`config.mk`:
```
export PLATFORM = sky130hd
export DESIGN_NAME = pwm_safe_override
export DESIGN_NICKNAME = d
export VERILOG_FILES = /design/src/rtl/pwm_ovr_pkg.sv /design/src/rtl/pwm_ovr_mode_gate.sv /design/src/rtl/pwm_ovr_chan.sv /design/src/rtl/pwm_ovr_outreg.sv /design/src/rtl/pwm_safe_override.sv
export SDC_FILE = /design/constraint.sdc
export NUM_CORES = 1
export LEC_CHECK = 0
export ABC_AREA = 1
export BUFFER_PORTS_ARGS = -buffer_cell sky130_fd_sc_hd__buf_2
export CAP_MARGIN = 30
export CORE_AREA = 5 5 42 44
export CTS_BUF_LIST = sky130_fd_sc_hd__clkbuf_4
export CTS_CLUSTER_DIAMETER = 100
export CTS_CLUSTER_SIZE = 28
export DETAILED_ROUTE_END_ITERATION = 8
export DIE_AREA = 0 0 47 49
export PLACE_DENSITY = 0.56
export SETUP_SLACK_MARGIN = 0.02
export SYNTH_ARGS = -nofsm -noshare
export SYNTH_HDL_FRONTEND = slang
export SYNTH_SLANG_ARGS = --single-unit
```
`constraint.sdc`:
```
create_clock -name clk -period 0.8 [get_ports clk]
set_input_delay 0.08 -clock clk [delete_from_list [all_inputs] [get_ports clk]]
set_output_delay 0.08 -clock clk [all_outputs]
set_load 0.005 [all_outputs]
```
`src/rtl/pwm_ovr_pkg.sv`:
```
package pwm_ovr_pkg;

  localparam int CODE_W = 2;

  typedef enum logic [CODE_W-1:0] {
    SAFE_LOW  = 2'b00,
    SAFE_HIGH = 2'b01,
    SAFE_REL0 = 2'b10,
    SAFE_REL1 = 2'b11
  } safe_code_e;

  // Decision to replace the PWM by the safe state.
  function automatic logic f_override_req(
    input logic fault, input logic stop,
    input logic wt, input logic wt_run,
    input logic dbg, input logic dbg_run);
    return fault | stop | (wt & ~wt_run) | (dbg & ~dbg_run);
  endfunction

  // Release codes have the upper bit set.
  function automatic logic f_is_release(input logic [CODE_W-1:0] code);
    return code[CODE_W-1];
  endfunction

  // Forced level, before polarity.
  function automatic logic f_forced_level(input logic [CODE_W-1:0] code);
    return (code == SAFE_HIGH);
  endfunction

  function automatic logic f_apply_pol(input logic lvl, input logic inv);
    return lvl ^ inv;
  endfunction

endpackage

```
`src/rtl/pwm_ovr_mode_gate.sv`:
```
module pwm_ovr_mode_gate
  import pwm_ovr_pkg::*;
(
  input  logic fault_act,
  input  logic stop_mode,
  input  logic wait_mode,
  input  logic dbg_mode,
  input  logic wait_run_en,
  input  logic dbg_run_en,
  output logic ovr_req
);

  always_comb begin
    ovr_req = f_override_req(fault_act, stop_mode, wait_mode, wait_run_en,
                             dbg_mode, dbg_run_en);
  end

endmodule

```
`src/rtl/pwm_ovr_chan.sv`:
```
module pwm_ovr_chan
  import pwm_ovr_pkg::*;
(
  input  logic              pwm_raw,
  input  logic [CODE_W-1:0] safe_code,
  input  logic              inv,
  input  logic              ovr_req,
  output logic              nxt_pin,
  output logic              nxt_oe,
  output logic              hold_pin
);

  logic pre_pol;
  logic rel;

  always_comb begin
    rel      = ovr_req & f_is_release(safe_code);
    pre_pol  = ovr_req ? f_forced_level(safe_code) : pwm_raw;
    nxt_pin  = f_apply_pol(pre_pol, inv);
    nxt_oe   = ~rel;
    hold_pin = rel;
  end

endmodule

```
`src/rtl/pwm_ovr_outreg.sv`:
```
module pwm_ovr_outreg (
  input  logic clk,
  input  logic rst_n,
  input  logic nxt_pin,
  input  logic nxt_oe,
  input  logic hold_pin,
  output logic pin_q,
  output logic oe_q
);

  always_ff @(posedge clk or negedge rst_n) begin
    if (!rst_n) begin
      pin_q <= 1'b0;
      oe_q  <= 1'b0;
    end else begin
      oe_q <= nxt_oe;
      if (!hold_pin) pin_q <= nxt_pin;
    end
  end

endmodule

```
`src/rtl/pwm_safe_override.sv`:
```
module pwm_safe_override
  import pwm_ovr_pkg::*;
(
  input  logic              clk,
  input  logic              rst_n,
  input  logic              pwm_b_in,
  input  logic              pwm_x_in,
  input  logic              fault_act,
  input  logic              stop_mode,
  input  logic              wait_mode,
  input  logic              dbg_mode,
  input  logic              wait_run_en,
  input  logic              dbg_run_en,
  input  logic [CODE_W-1:0] safe_b,
  input  logic [CODE_W-1:0] safe_x,
  input  logic              inv_b,
  input  logic              inv_x,
  output logic              pin_b,
  output logic              oe_b,
  output logic              pin_x,
  output logic              oe_x
);

  localparam int NCH = 2;
  localparam int CH_B = 0;
  localparam int CH_X = 1;

  // Named internal event for the checker.
  logic ovr_req;

  logic [NCH-1:0]             raw_v;
  logic [NCH-1:0]             inv_v;
  logic [NCH-1:0][CODE_W-1:0] code_v;
  logic [NCH-1:0]             nxt_pin_v;
  logic [NCH-1:0]             nxt_oe_v;
  logic [NCH-1:0]             hold_v;
  logic [NCH-1:0]             pin_v;
  logic [NCH-1:0]             oe_v;

  always_comb begin
    raw_v[CH_B]  = pwm_b_in;
    raw_v[CH_X]  = pwm_x_in;
    inv_v[CH_B]  = inv_b;
    inv_v[CH_X]  = inv_x;
    code_v[CH_B] = safe_b;
    code_v[CH_X] = safe_x;
  end

  pwm_ovr_mode_gate u_gate (
    .fault_act   (fault_act),
    .stop_mode   (stop_mode),
    .wait_mode   (wait_mode),
    .dbg_mode    (dbg_mode),
    .wait_run_en (wait_run_en),
    .dbg_run_en  (dbg_run_en),
    .ovr_req     (ovr_req)
  );

  for (genvar c = 0; c < NCH; c++) begin : g_ch
    pwm_ovr_chan u_chan (
      .pwm_raw   (raw_v[c]),
      .safe_code (code_v[c]),
      .inv       (inv_v[c]),
      .ovr_req   (ovr_req),
      .nxt_pin   (nxt_pin_v[c]),
      .nxt_oe    (nxt_oe_v[c]),
      .hold_pin  (hold_v[c])
    );

    pwm_ovr_outreg u_reg (
      .clk      (clk),
      .rst_n    (rst_n),
      .nxt_pin  (nxt_pin_v[c]),
      .nxt_oe   (nxt_oe_v[c]),
      .hold_pin (hold_v[c]),
      .pin_q    (pin_v[c]),
      .oe_q     (oe_v[c])
    );
  end

  assign pin_b = pin_v[CH_B];
  assign oe_b  = oe_v[CH_B];
  assign pin_x = pin_v[CH_X];
  assign oe_x  = oe_v[CH_X];

endmodule

```
# Word-level counts from Yosys, hierarchy flattened
# Index checks and enable logic that the tools add are counted.
[word_totals]
reg_bits = 4
wordCells = 21
[op_classes]
eq_ne = 2
muxes = 2
bitwise_logic = 13
[ops]
columns = ["operator", "n"]
rows = [
  ["$and 1x1->1", 4],
  ["$eq 2x1->1 const B", 2],
  ["$not 1->1", 4],
  ["$or 1x1->1", 3],
  ["$mux 1", 2],
  ["$xor 1x1->1", 2],
]

# Logic depth before layout (Yosys ltp)
# Gate-level depths: netlist (run 1).
[depth]
word_depth = 6
mapped_depth = 8

# By module
# From an unflattened synthesis (run 1), not the netlist that was laid out.
[hier_totals]
hier_cells = 40
hier_area_um2 = 246.5
[by_module_without_submodules]
columns = ["mod", "cells_each", "seq_area_each_um2", "instances", "area_each_um2"]
rows = [
  ["pwm_ovr_outreg", 6, 50.0, 2, 65.1],
  ["pwm_ovr_chan", 11, 0.0, 2, 46.3],
  ["pwm_ovr_mode_gate", 6, 0.0, 1, 23.8],
]

# Worst setup path after synthesis (run 1)
# No wires, ideal clock.
[synth_timing]
path_type = "input to register"
start = "input wait_run_en"
end = "register g_ch[0].u_reg.pin_q"
setup_time_ns = 0.065
path_stages = 8
setup_slack_ns = 0.129
t_required_ns = 0.735
arrival_ns = 0.606
n_path_buf = 0
cell_sequence = "clkinv_1 > nand2_2 > nand3_4 > nand2_1 > nand3_1 > nand2_1 > nand2_1 > nand2_1"
[synth_between]
elab_chain_cells = 6
elab_cells_between_ends = 7
[synth_rtl]
columns = ["item", "line_no", "text"]
rows = [
  ["start: declaration", "pwm_safe_override.sv:12", "input logic wait_run_en,"],
  ["$not 1->1 *", "pwm_ovr_pkg.sv:17", "return fault | stop | (wt & ~wt_run) | (dbg & ~dbg_run);"],
  ["$and 1x1->1 *", "pwm_ovr_pkg.sv:17", ""],
  ["$or 1x1->1 * (2 in series)", "pwm_ovr_pkg.sv:17", ""],
  ["$mux 1", "pwm_ovr_chan.sv:18", "pre_pol = ovr_req ? f_forced_level(safe_code) : pwm_raw;"],
  ["$xor 1x1->1", "pwm_ovr_pkg.sv:31", "return lvl ^ inv;"],
  ["end signal: assignment", "pwm_ovr_outreg.sv:17", "if (!hold_pin) pin_q <= nxt_pin;"],
  ["end: declaration", "pwm_ovr_outreg.sv:7", "output logic pin_q,"],
]
# Mark *: on every way between the ends. The rest lies on a longest branch, timed or not.
# A chain may end at the register's enable or synchronous reset.

# Worst setup path after layout (run 1)
[layout_timing]
start = "register g_ch[1].u_reg.pin_q"
end = "output pin_x"
[layout_rtl]
columns = ["item", "line_no", "text"]
rows = [
  ["start: declaration", "pwm_ovr_outreg.sv:7", ""],
  ["start signal: assignment", "pwm_ovr_outreg.sv:17", ""],
  ["end: declaration", "pwm_safe_override.sv:20", "output logic pin_x,"],
]
# No word-level cell between the ends.

==> summary.md, run 1 <==
| Metric | Value |
|---|---|
| Average vias per placed instance | `4.15` |
| Worst Hold Launch | `safe_x[1]` |
| Std-Cell Rows | `14` |
| Worst Setup Slack post-DPL | `-0.0757 ns` |
| Cell Count, Final, Fillers Out | `81` |
| Worst Setup Path Type | `flip-flop to output port` |
| Share of Yosys cell area claimed by the top area cell type | `34.6%` |
| R2r setup slk | `0.06 ns` |
| Post-Route Skew | `0 ns` |
| List of most frequent post-synthesis cells | `nand2_1, inv_1, dfrtp_1, nand3_1, nand4_1` |
| Total power divided by cell area | `1450 nW/µm²` |
| Unrepaired setup endpoints after global routing | `yes` |
| Area growth from synthesis to final layout | `58.0%` |
| Top-count cell post-synth | `nand2_1` |
| Worst path slowest cell | `dfrtp_1` |
| Number of clock sinks | `4` |
| First-pass GRT wire length | `1.12 mm` |
| Post-synthesis sequential area ratio | `34.6%` |
| Slew at the pin closest to its max-slew limit | `0.158 ns` |
| Horizontal die dimension | `47 µm` |
| Synthesized netlist cell count | `40` |
| Num CTS Buffers | `3` |
| Hold crit path type | `input port to flip-flop` |
| Power Total | `between 0.6 and 0.7 mW` |
| Count of buffers inserted at the top-level ports | `19` |
| Buffer type at the clock tree root | `clkbuf_4` |
| Final critical path time including I/O delays and setup | `0.818 ns` |
| Maximum number of pins on one net before global-route repair | `9` |
| Number of distinct library cells after synthesis | `12` |
| Max-cap violations | `0` |
| Final weighted congestion of routability-driven global placement | `0.681` |
| Endpoint with the worst hold slack | `g_ch[1].u_reg.oe_q` |
| Overflow left after global routing | `0` |
| Number of enable-type register cells in the synthesized netlist | `0` |
| Die Ht | `about 49 µm` |
| Startpoint of the lowest-slack register-to-register path | `g_ch[1].u_reg.pin_q` |
| Worst-path cell chain | `buf_2` |
| Area of the core | `about 1400 µm²` |
| CP Launch Type | `flip-flop` |
| Cell count after placement | `75` |
| Clk Latency, worst-skew pair | `0.23 ns` |
| Maximum clock frequency | `between 1 and 1.5 GHz` |
| Initial antenna violation count | `0` |
| DRC marker count from the first detailed-route iteration | `5` |
| End of the worst register-to-register path | `g_ch[1].u_reg.pin_q` |
| Share of flip-flops with an asynchronous set or reset | `100%` |
| Worst hold-check slack | `0.0580 ns` |
| CP Depth | `1` |
| Required time worst endpoint | `0.72 ns` |
| Worst supply voltage drop on vdd | `435 µV` |
| Vias in the first global route | `318` |
| Post-route core utilization | `32.6%` |
| Initial Util | `20.6%` |
| Violated checks | `negative setup slack` |
| Post-route ant nets | `0` |
| PnR worst setup slack | `-0.0180 ns` |
| Kind of cell adding the most delay to the critical path | `flip-flops` |
| Placed Instance Area | `between 400 and 500 µm²` |
| Yosys warnings | `0` |
| Total Die Area | `2300 µm²` |
| Top cell type by total area after synthesis | `dfrtp_1` |
| GRT Overall Usage | `6.77%` |
| Critical path capture point type | `output port` |
| Mapped Area | `slightly below 300 µm²` |
| Remaining routing DRC violations | `0` |
| Crit-path max cell delay | `0.38 ns` |
| Number of levels the H-tree was split into | `1` |
| Detailed-route wire length | `724 µm` |
| Dominant register cell in the synthesized netlist | `dfrtp_1` |
| Biggest area contributors in the synthesized netlist | `dfrtp_1, nand2_1, inv_1` |
| Average detailed-routed wire length per instance | `slightly below 9 µm` |
| Clock tree from TritonCTS | `done` |
| Run status | `finished, violations left` |
| Via count | `336` |
| Net count after synthesis | `56` |
| Number of synthesized register bits | `4` |
| Buffer depth of the longest clock path | `2` |
| Detailed placement HPWL | `between 500 and 600 µm` |
| Number of nets in the layout | `83` |
| Hold Path Depth | `2` |
| Timing startpoint of the critical path | `g_ch[1].u_reg.pin_q` |
| Worst r2r path cells | `3` |
| Worst Path Max Fanout | `2` |
| Setup TNS | `-0.0180 ns` |
| Cell area after layout | `457 µm²` |
| Buffering stage count on the worst path with inverters included | `1` |
| Diode insertion count for antenna repair | `0` |
| Mean instance size in the synthesized netlist | `7.23 µm²` |
| TritonRoute pass-1 iters | `3` |
| Clock transition at the register clock pins on the worst setup and hold paths after CTS | `0.04 ns` |
| IO Pins | `20` |
| Final-report hold violation count | `0` |
| Final setup fails | `1` |
| Share of the cycle needed by the critical path after routing | `102%` |
| Layout cells sized above 1 | `44.6%` |
| Relative slew margins | `about nine tenths` |
| Filler Cell Count | `159` |
| Endpoint arrival time on the critical path | `0.74 ns` |
| Number of pins exceeding their max-slew limit in the final report | `0` |
| Static leakage | `0.262 nW` |
==> power by group <==
| group | total (mW) | switching (mW) | internal [mW] |
|---|---|---|---|
| sequential | 0.232 | 0.00826 | 0.224 |
| combinational | 0.180 | 0.0862 | 0.0934 |
| clock | 0.248 | 0.0807 | 0.168 |
==> cell type report <==
cell class / count / area (µm²) / share of cell area (%)
inverter: 8 / 30.0 / 6.58
clock buffer: 3 / 22.5 / 4.93
timing repair buffer: 22 / 120 / 26.3
sequential: 4 / 100 / 21.9
multi-input combinational: 28 / 164 / 35.9
tap: 16 / 20.0 / 4.38
==> cell usage in the layout (no fill, tap or decap), drive strengths merged <==
cell type | Yosys | layout
clkinv | 1 | 1
dfrtp | 4 | 4
nor2 | 3 | 3
clkbuf | 0 | 3
buf | 0 | 21
nand4 | 4 | 4
nand3 | 5 | 5
inv | 7 | 7
nand3b | 2 | 2
nand2 | 14 | 14
dlygate4sd3 | 0 | 1
==> registers in the layout, summed over array words and instances (netlist names) <==
signal and cells:
g_ch.u_reg.pin_q 2, g_ch.u_reg.oe_q 2
==> worst max-delay path by stage <==
stage,endpoint
after floorplan,g_ch[0].u_reg.pin_q
after global placement,g_ch[0].u_reg.pin_q
after detailed placement,g_ch[0].u_reg.pin_q
after CTS,pin_x
after global routing,pin_x
final,pin_x
==> cells by family after synthesis <==
| logic type | Yosys count | synth area share (%) |
|---|---|---|
| AND/OR/NAND/NOR | 28 | 55.0 |
| buffers and inverters | 8 | 10.4 |
| flip-flops | 4 | 34.6 |
==> timing repair <==
| item | in CTS | in global routing |
|---|---|---|
| gates resized for setup | 0 | 1 |
| pin swaps | 0 | 1 |
| buffers inserted | 1 | 1 |
| endpoints found under the setup margin | 4 | 5 |
| hold buffers | 1 | 0 |
| endpoints found under the hold margin | 4 | 0 |
==> layer usage <==
layer	wire length (µm)	track usage, %
met1	297	6.83
met2	387	11.1
met3	38	1.48
met4	0	5.53
met5	0	0
No activity file was read; power rests on OpenSTA's default activity.
==> run 2, diff against run 1 <==
Settings changed: ABC_AREA 1 to not set, PLACE_DENSITY 0.56 to not set, PLACE_DENSITY_LB_ADDON set to 0.15.
==> summary.md, run 2 <==
| Metric | Value |
|---|---|
| Relative slew margins | `84.5% (-5.0 points)` |
| List of most frequent post-synthesis cells | `dfrtp_1, nand2_1, inv_1` |
| Final-report hold violation count | `0 (unchanged)` |
| Violated checks | `negative setup slack` |
| Worst Setup Path Type | `flip-flop to output port` |
| Horizontal die dimension | `47 µm (unchanged)` |
| Worst-path cell chain | `buf_2` |
| Initial Util | `16.6% (-4.0 points)` |
| Sequential Area | `100 µm² (unchanged)` |
| Layout cells sized above 1 | `58.3% (+14 points)` |
| IO Pins | `20 (unchanged)` |
| Slew at the pin closest to its max-slew limit | `0.233 ns (+0.0756 ns)` |
| Maximum clock frequency | `1.23 GHz (+0.90%)` |
| Maximum number of pins on one net before global-route repair | `5 (-4)` |
| Cell Count, Final, Fillers Out | `64 (-21%)` |
| Filler Cell Count | `154 (-3.1%)` |
| Share of the cycle needed by the critical path after routing | `101% (-0.92 points)` |
| Biggest area contributors in the synthesized netlist | `dfrtp_1, o221ai_4, mux2i_1` |
| First-pass GRT wire length | `814 µm (-27%)` |
| Number of enable-type register cells in the synthesized netlist | `0 (unchanged)` |
| Registers with the most flip-flops | `g_ch.u_reg.oe_q (2), g_ch.u_reg.pin_q (2)` |
| Total Die Area | `2300 µm² (unchanged)` |
| Worst path slowest cell | `dfrtp_1` |
| Clock transition at the register clock pins on the worst setup and hold paths after CTS | `0.04 ns (about the same)` |
| Cell count after placement | `60 (-20%)` |
| Buffering stage count on the worst path with inverters included | `1 (unchanged)` |
| CP Launch Type | `flip-flop` |
| Post-Route Skew | `0 ns (unchanged)` |
| Number of clock sinks | `4 (unchanged)` |
| Post-route ant nets | `0 (unchanged)` |
| Critical path capture point type | `output port` |
| Average detailed-routed wire length per instance | `8.72 µm (-2.5%)` |
| Footprint of the multi-input gates | `126 µm² (-23%)` |
| Share of flip-flops with an asynchronous set or reset | `100% (unchanged)` |
| Most frequent standard cell in the layout excluding fill and tap cells | `buf_2` |
| Detailed placement HPWL | `507 µm (-13%)` |
| Cell area after layout | `408 µm² (-11%)` |
| Number of pins exceeding their max-slew limit in the final report | `0 (unchanged)` |
| GRT Overall Usage | `5.58% (-1.2 points)` |
| Worst Path Max Fanout | `2 (unchanged)` |
| Highest-count cells in the layout ignoring fill and taps | `buf_2, nand2_1, dfrtp_1` |
| Run status | `finished, violations left` |
| Buffer depth of the longest clock path | `2 (unchanged)` |
| Number of levels the H-tree was split into | `1 (unchanged)` |
| Mapped Area | `233 µm² (-19%)` |
| Final setup fails | `2 (+1)` |
| Clock tree from TritonCTS | `done` |
| Clk Latency, worst-skew pair | `0.23 ns (about the same)` |
| Vias in the first global route | `225 (-29%)` |
| Via count | `236 (-30%)` |
| Final critical path time including I/O delays and setup | `0.811 ns (-0.00733 ns)` |
| Number of distinct library cells after synthesis | `13 (+1)` |
| Crit-path max cell delay | `0.37 ns (about the same)` |
| Std-Cell Rows | `14 (unchanged)` |
| Power Total | `0.630 mW (-4.6%)` |
| Dominant register cell in the synthesized netlist | `dfrtp_1` |
| Worst r2r path cells | `1 (-2)` |
| Buffer type at the clock tree root | `clkbuf_4` |
| Worst Setup Slack post-DPL | `-0.142 ns (-0.0667 ns)` |
| Count of buffers inserted at the top-level ports | `19 (unchanged)` |
| Initial antenna violation count | `0 (unchanged)` |
| DRC marker count from the first detailed-route iteration | `3 (-2)` |
| Buffers inserted by post-CTS timing repair | `0 (-1)` |
| Unrepaired setup endpoints after global routing | `yes` |
| Kind of cell adding the most delay to the critical path | `flip-flops` |
| Synthesized netlist cell count | `23 (-43%)` |
| Final weighted congestion of routability-driven global placement | `0.627 (-7.8%)` |
| Die Ht | `49 µm (unchanged)` |
| Max-cap violations | `0 (unchanged)` |
| Post-synthesis sequential area ratio | `43.0% (+8.4 points)` |
| Hold crit path type | `input port to flip-flop` |
| PnR worst setup slack | `-0.0107 ns (+0.00733 ns)` |
| Net count after synthesis | `39 (-30%)` |
| Yosys warnings | `0 (unchanged)` |
| Mean instance size in the synthesized netlist | `10.1 µm² (+40%)` |
| Share of Yosys cell area claimed by the top area cell type | `43.0% (+8.4 points)` |
| Static leakage | `0.210 nW (-20%)` |
| Endpoint arrival time on the critical path | `0.73 ns (about the same)` |
| Number of synthesized register bits | `4 (unchanged)` |
| Number of nets in the layout | `66 (-20%)` |
| Total power divided by cell area | `1540 nW/µm² (+6.9%)` |
| CP Depth | `1 (unchanged)` |
| Detailed-route wire length | `558 µm (-23%)` |
| Diode insertion count for antenna repair | `0 (unchanged)` |
| Placed Instance Area | `375 µm² (-7.1%)` |
| Average vias per placed instance | `3.69 (-11%)` |
| Area growth from synthesis to final layout | `75.3%` |
| TritonRoute pass-1 iters | `3 (unchanged)` |
| Num CTS Buffers | `3 (unchanged)` |
| Remaining routing DRC violations | `0 (unchanged)` |
| Top cell type by total area after synthesis | `dfrtp_1` |
| Worst supply voltage drop on vdd | `512 µV (+18%)` |
| Required time worst endpoint | `0.72 ns (about the same)` |
| Area of the core | `1400 µm² (unchanged)` |
| Hold Path Depth | `2 (unchanged)` |
| Overflow left after global routing | `0 (unchanged)` |
## run 2: metal layers
layer	vias up	wire length (µm)	GRT usage, %	part of all wire, %
met1	100	189	4.20	34
met4	0	0	8.29	0
met3	0	42	2.58	7.5
met2	8	326	7.92	58
met5	-	0	0	0
li1	128	-	-	-
## run 2: per-stage QoR
| step | hold slack (ns) | util, % | TNS, ns |
|---|---|---|---|
| 6_report | 0.0307 | 29.1 | -0.0126 |
| 5_1_grt | 0.0226 | 29.1 | -0.0820 |
| 3_3_place_gp | -0.113 | 26.8 | -0.136 |
| 2_1_floorplan | -0.216 | - | 0 |
| 3_5_place_dp | -0.112 | 26.8 | -0.172 |
| 4_1_cts | 0.0186 | 29.1 | -0.0370 |
## run 2: what timing repair did
item | CTS | global route
resized for setup | 0 | 1
endpoints found under the setup margin | 4 | 5
hold endpoints to repair | 4 | 0
pin swaps | 0 | 0
hold buffers | 1 | 0
## run 2: area by class of cell
| type | count | area share, % |
|---|---|---|
| well taps | 16 | 4.91 |
| clock buffers | 3 | 5.52 |
| flip-flops and latches | 4 | 24.5 |
| inverters | 3 | 4.60 |
| repair buffers | 22 | 29.4 |
| multi-input cells | 16 | 31.0 |
## run 2: worst paths after layout
kind / start / end / slack [ns]
worst max-delay path: g_ch[0].u_reg.pin_q / pin_b / -0.01
worst min-delay path: safe_x[1] / g_ch[1].u_reg.oe_q / 0.03
worst max register to register: g_ch[0].u_reg.pin_q / g_ch[0].u_reg.pin_q / 0.08
worst min register to register: g_ch[0].u_reg.pin_q / g_ch[0].u_reg.pin_q / 0.55
max in group asynchronous: rst_n / g_ch[0].u_reg.pin_q / 0.50
min in group asynchronous: rst_n / g_ch[1].u_reg.oe_q / 0.19
## run 2: report_power, final
group          internal [mW]  switching [mW]  total, mW
Clock                  0.167          0.0764      0.244
Combinational         0.0857          0.0676      0.153
Sequential             0.225         0.00825      0.233
Total                  0.478           0.152      0.630
## run 2: cells by family (layout without fill, tap and decap cells)
group | Yosys count | after routing | synth area share, %
AND/OR/NAND/NOR | 8 | 8 | 15.6
AO/OA/AOI/OAI | 4 | 4 | 20.4
flip-flops | 4 | 4 | 43.0
buffers and inverters | 3 | 28 | 4.84
XOR/XNOR | 2 | 2 | 7.53
multiplexers | 2 | 2 | 8.60
==> run 3, diff against run 2 <==
Settings changed: BUFFER_PORTS_ARGS -buffer_cell sky130_fd_sc_hd__buf_2 to -buffer_cell sky130_fd_sc_hd__buf_4.
==> summary.md, run 3 (synthesis results as in run 2) <==
| Metric | Value |
|---|---|
| Run status | `finished, violations left` |
| Violated checks | `negative setup slack` |
| Setup TNS | `-0.0362 ns (-0.0236 ns)` |
| Final weighted congestion of routability-driven global placement | `0.633 (+0.96%)` |
| R2r setup slk | `0.06 ns (-0.02 ns)` |
| Buffer depth of the longest clock path | `2 (unchanged)` |
| Detailed placement HPWL | `609 µm (+20%)` |
| Buffer type at the clock tree root | `clkbuf_4` |
| Critical path capture point type | `output port` |
| Hold crit path type | `input port to flip-flop` |
| Initial Util | `16.6% (unchanged)` |
| First-pass GRT wire length | `1.11 mm (+36%)` |
| Buffering stage count on the worst path with inverters included | `1 (unchanged)` |
| Unrepaired setup endpoints after global routing | `yes` |
| CP Launch Type | `flip-flop` |
| Overflow left after global routing | `0 (unchanged)` |
| Placed Instance Area | `423 µm² (+13%)` |
| Final-report hold violation count | `0 (unchanged)` |
| Post-Route Skew | `0 ns (unchanged)` |
| End of the worst register-to-register path | `g_ch[0].u_reg.pin_q` |
| Worst setup path endpoint | `pin_b` |
| Layout cells sized above 1 | `58.3% (unchanged)` |
| Detailed-route wire length | `681 µm (+22%)` |
| Cell area after layout | `470 µm² (+15%)` |
| CP Depth | `1 (unchanged)` |
| Area growth from synthesis to final layout | `102%` |
| Initial antenna violation count | `0 (unchanged)` |
| Maximum clock frequency | `1.22 GHz (-1.4%)` |
| Post-route core utilization | `33.6% (+4.5 points)` |
| Met2 WL post-DR | `420 µm (+29%)` |
| Number of levels the H-tree was split into | `1 (unchanged)` |
| Max-cap violations | `0 (unchanged)` |
| Count of buffers inserted at the top-level ports | `19 (unchanged)` |
| Buffers inserted by post-CTS timing repair | `0 (unchanged)` |
| Diode insertion count for antenna repair | `0 (unchanged)` |
| Kind of cell adding the most delay to the critical path | `flip-flops` |
| Worst r2r path cells | `1 (unchanged)` |
| Std-Cell Rows | `14 (unchanged)` |
| Met3 layer wire length in the routed design | `55 µm (+31%)` |
| Clk Latency, worst-skew pair | `0.23 ns (about the same)` |
| Num CTS Buffers | `3 (unchanged)` |
| WL met1 | `185 µm (-2.1%)` |
| Worst path slowest cell | `dfrtp_1` |
| Registers with the most flip-flops | `g_ch.u_reg.oe_q (2), g_ch.u_reg.pin_q (2)` |
| Endpoint arrival time on the critical path | `0.74 ns (about the same)` |
| Max layer used | `met4` |
| Worst Setup Slack post-DPL | `-0.142 ns (+0.000449 ns)` |
| Crit-path max cell delay | `0.39 ns (+0.02 ns)` |
| Average detailed-routed wire length per instance | `10.6 µm (+22%)` |
| Total power divided by cell area | `1450 nW/µm² (-5.8%)` |
| Total Die Area | `2300 µm² (unchanged)` |
| Slew at the pin closest to its max-slew limit | `0.234 ns (+0.000475 ns)` |
| Via count | `256 (+8.5%)` |
| IO Pins | `20 (unchanged)` |
| TritonRoute pass-1 iters | `2 (-1)` |
| Cell Count, Final, Fillers Out | `64 (unchanged)` |
| Relative slew margins | `84.4% (about the same)` |
| Number of pins exceeding their max-slew limit in the final report | `0 (unchanged)` |
| Required time worst endpoint | `0.72 ns (about the same)` |
| Timing startpoint of the critical path | `g_ch[0].u_reg.pin_q` |
| GRT Overall Usage | `7.13% (+1.6 points)` |
| Post-route ant nets | `0 (unchanged)` |
| Die Ht | `49 µm (unchanged)` |
| DRC marker count from the first detailed-route iteration | `3 (unchanged)` |
| Remaining routing DRC violations | `0 (unchanged)` |
| Static leakage | `0.232 nW (+10%)` |
| Worst-path cell chain | `buf_6` |
| Maximum number of pins on one net before global-route repair | `5 (unchanged)` |
| Cell count after placement | `60 (unchanged)` |
| Vias in the first global route | `292 (+30%)` |
| Worst supply voltage drop on vdd | `477 µV (-6.8%)` |
| Average vias per placed instance | `4.00 (+8.5%)` |
| Area of the core | `1400 µm² (unchanged)` |
| Highest-count cells in the layout ignoring fill and taps | `buf_4, nand2_1, dfrtp_1, buf_6, clkbuf_4` |
| Final setup fails | `2 (unchanged)` |
| PnR worst setup slack | `-0.0222 ns (-0.0115 ns)` |
| Clock tree from TritonCTS | `done` |
| Worst Setup Path Type | `flip-flop to output port` |
| Horizontal die dimension | `47 µm (unchanged)` |
| Clock transition at the register clock pins on the worst setup and hold paths after CTS | `0.04 ns (about the same)` |
| Worst Path Max Fanout | `2 (unchanged)` |
| Share of the cycle needed by the critical path after routing | `103% (+1.4 points)` |
| Number of nets in the layout | `66 (unchanged)` |
| Startpoint of the lowest-slack register-to-register path | `g_ch[0].u_reg.pin_q` |
| Number of clock sinks | `4 (unchanged)` |
| Most frequent standard cell in the layout excluding fill and tap cells | `buf_4` |
| Final critical path time including I/O delays and setup | `0.822 ns (+0.0115 ns)` |
-- run 3: cell counts in the layout (fill, tap and decap cells not counted) --
Identical to the previous run, type by type.
-- run 3: how the worst min path moves through the flow --
stage	slack [ns]	depth (start not counted)	from	endpoint
floorplan	-0.22	0	rst_n	g_ch[0].u_reg.oe_q
global placement	-0.12	1	rst_n	g_ch[1].u_reg.pin_q
detailed placement	-0.12	1	rst_n	g_ch[1].u_reg.oe_q
CTS	0.02	2	safe_x[1]	g_ch[1].u_reg.oe_q
global route	0.02	2	safe_x[1]	g_ch[1].u_reg.oe_q
finish	0.03	2	safe_x[1]	g_ch[1].u_reg.oe_q
-- run 3: per-stage QoR --
step / hold slack [ns] / power (mW)
final: 0.0270 / 0.684
after CTS: 0.0234 / 0.697
after global placement: -0.122 / 0.416
after global routing: 0.0245 / 0.735
after detailed placement: -0.122 / 0.423
after floorplan: -0.216 / 0.297
-- run 3: cell type report --
class,instances,area (µm²)
inverter,3,18.8
multi-input combinational,16,126
fill,165,931
timing repair buffer,22,183
clock buffer,3,22.5
sequential,4,100
tap,16,20.0
-- run 3: layer usage --
metal / track usage (%) / vias to the layer above
met2: 11.1 / 10
met1: 6.64 / 117
met3: 0.369 / 2
met4: 9.68 / 0
li1: - / 127
met5: 0 / -
-- run 3: power breakdown --
group	switching [mW]	internal, mW
logic	0.0693	0.130
clock network	0.0787	0.167
registers	0.0141	0.225
total	0.162	0.522
-- run 3: what timing repair did --
item,CTS,global route
cloned,0,0
pin swaps,0,2
endpoints found under the hold margin,4,0
gates resized for setup,4,1
hold buffers,1,0
endpoints found under the setup margin,4,6
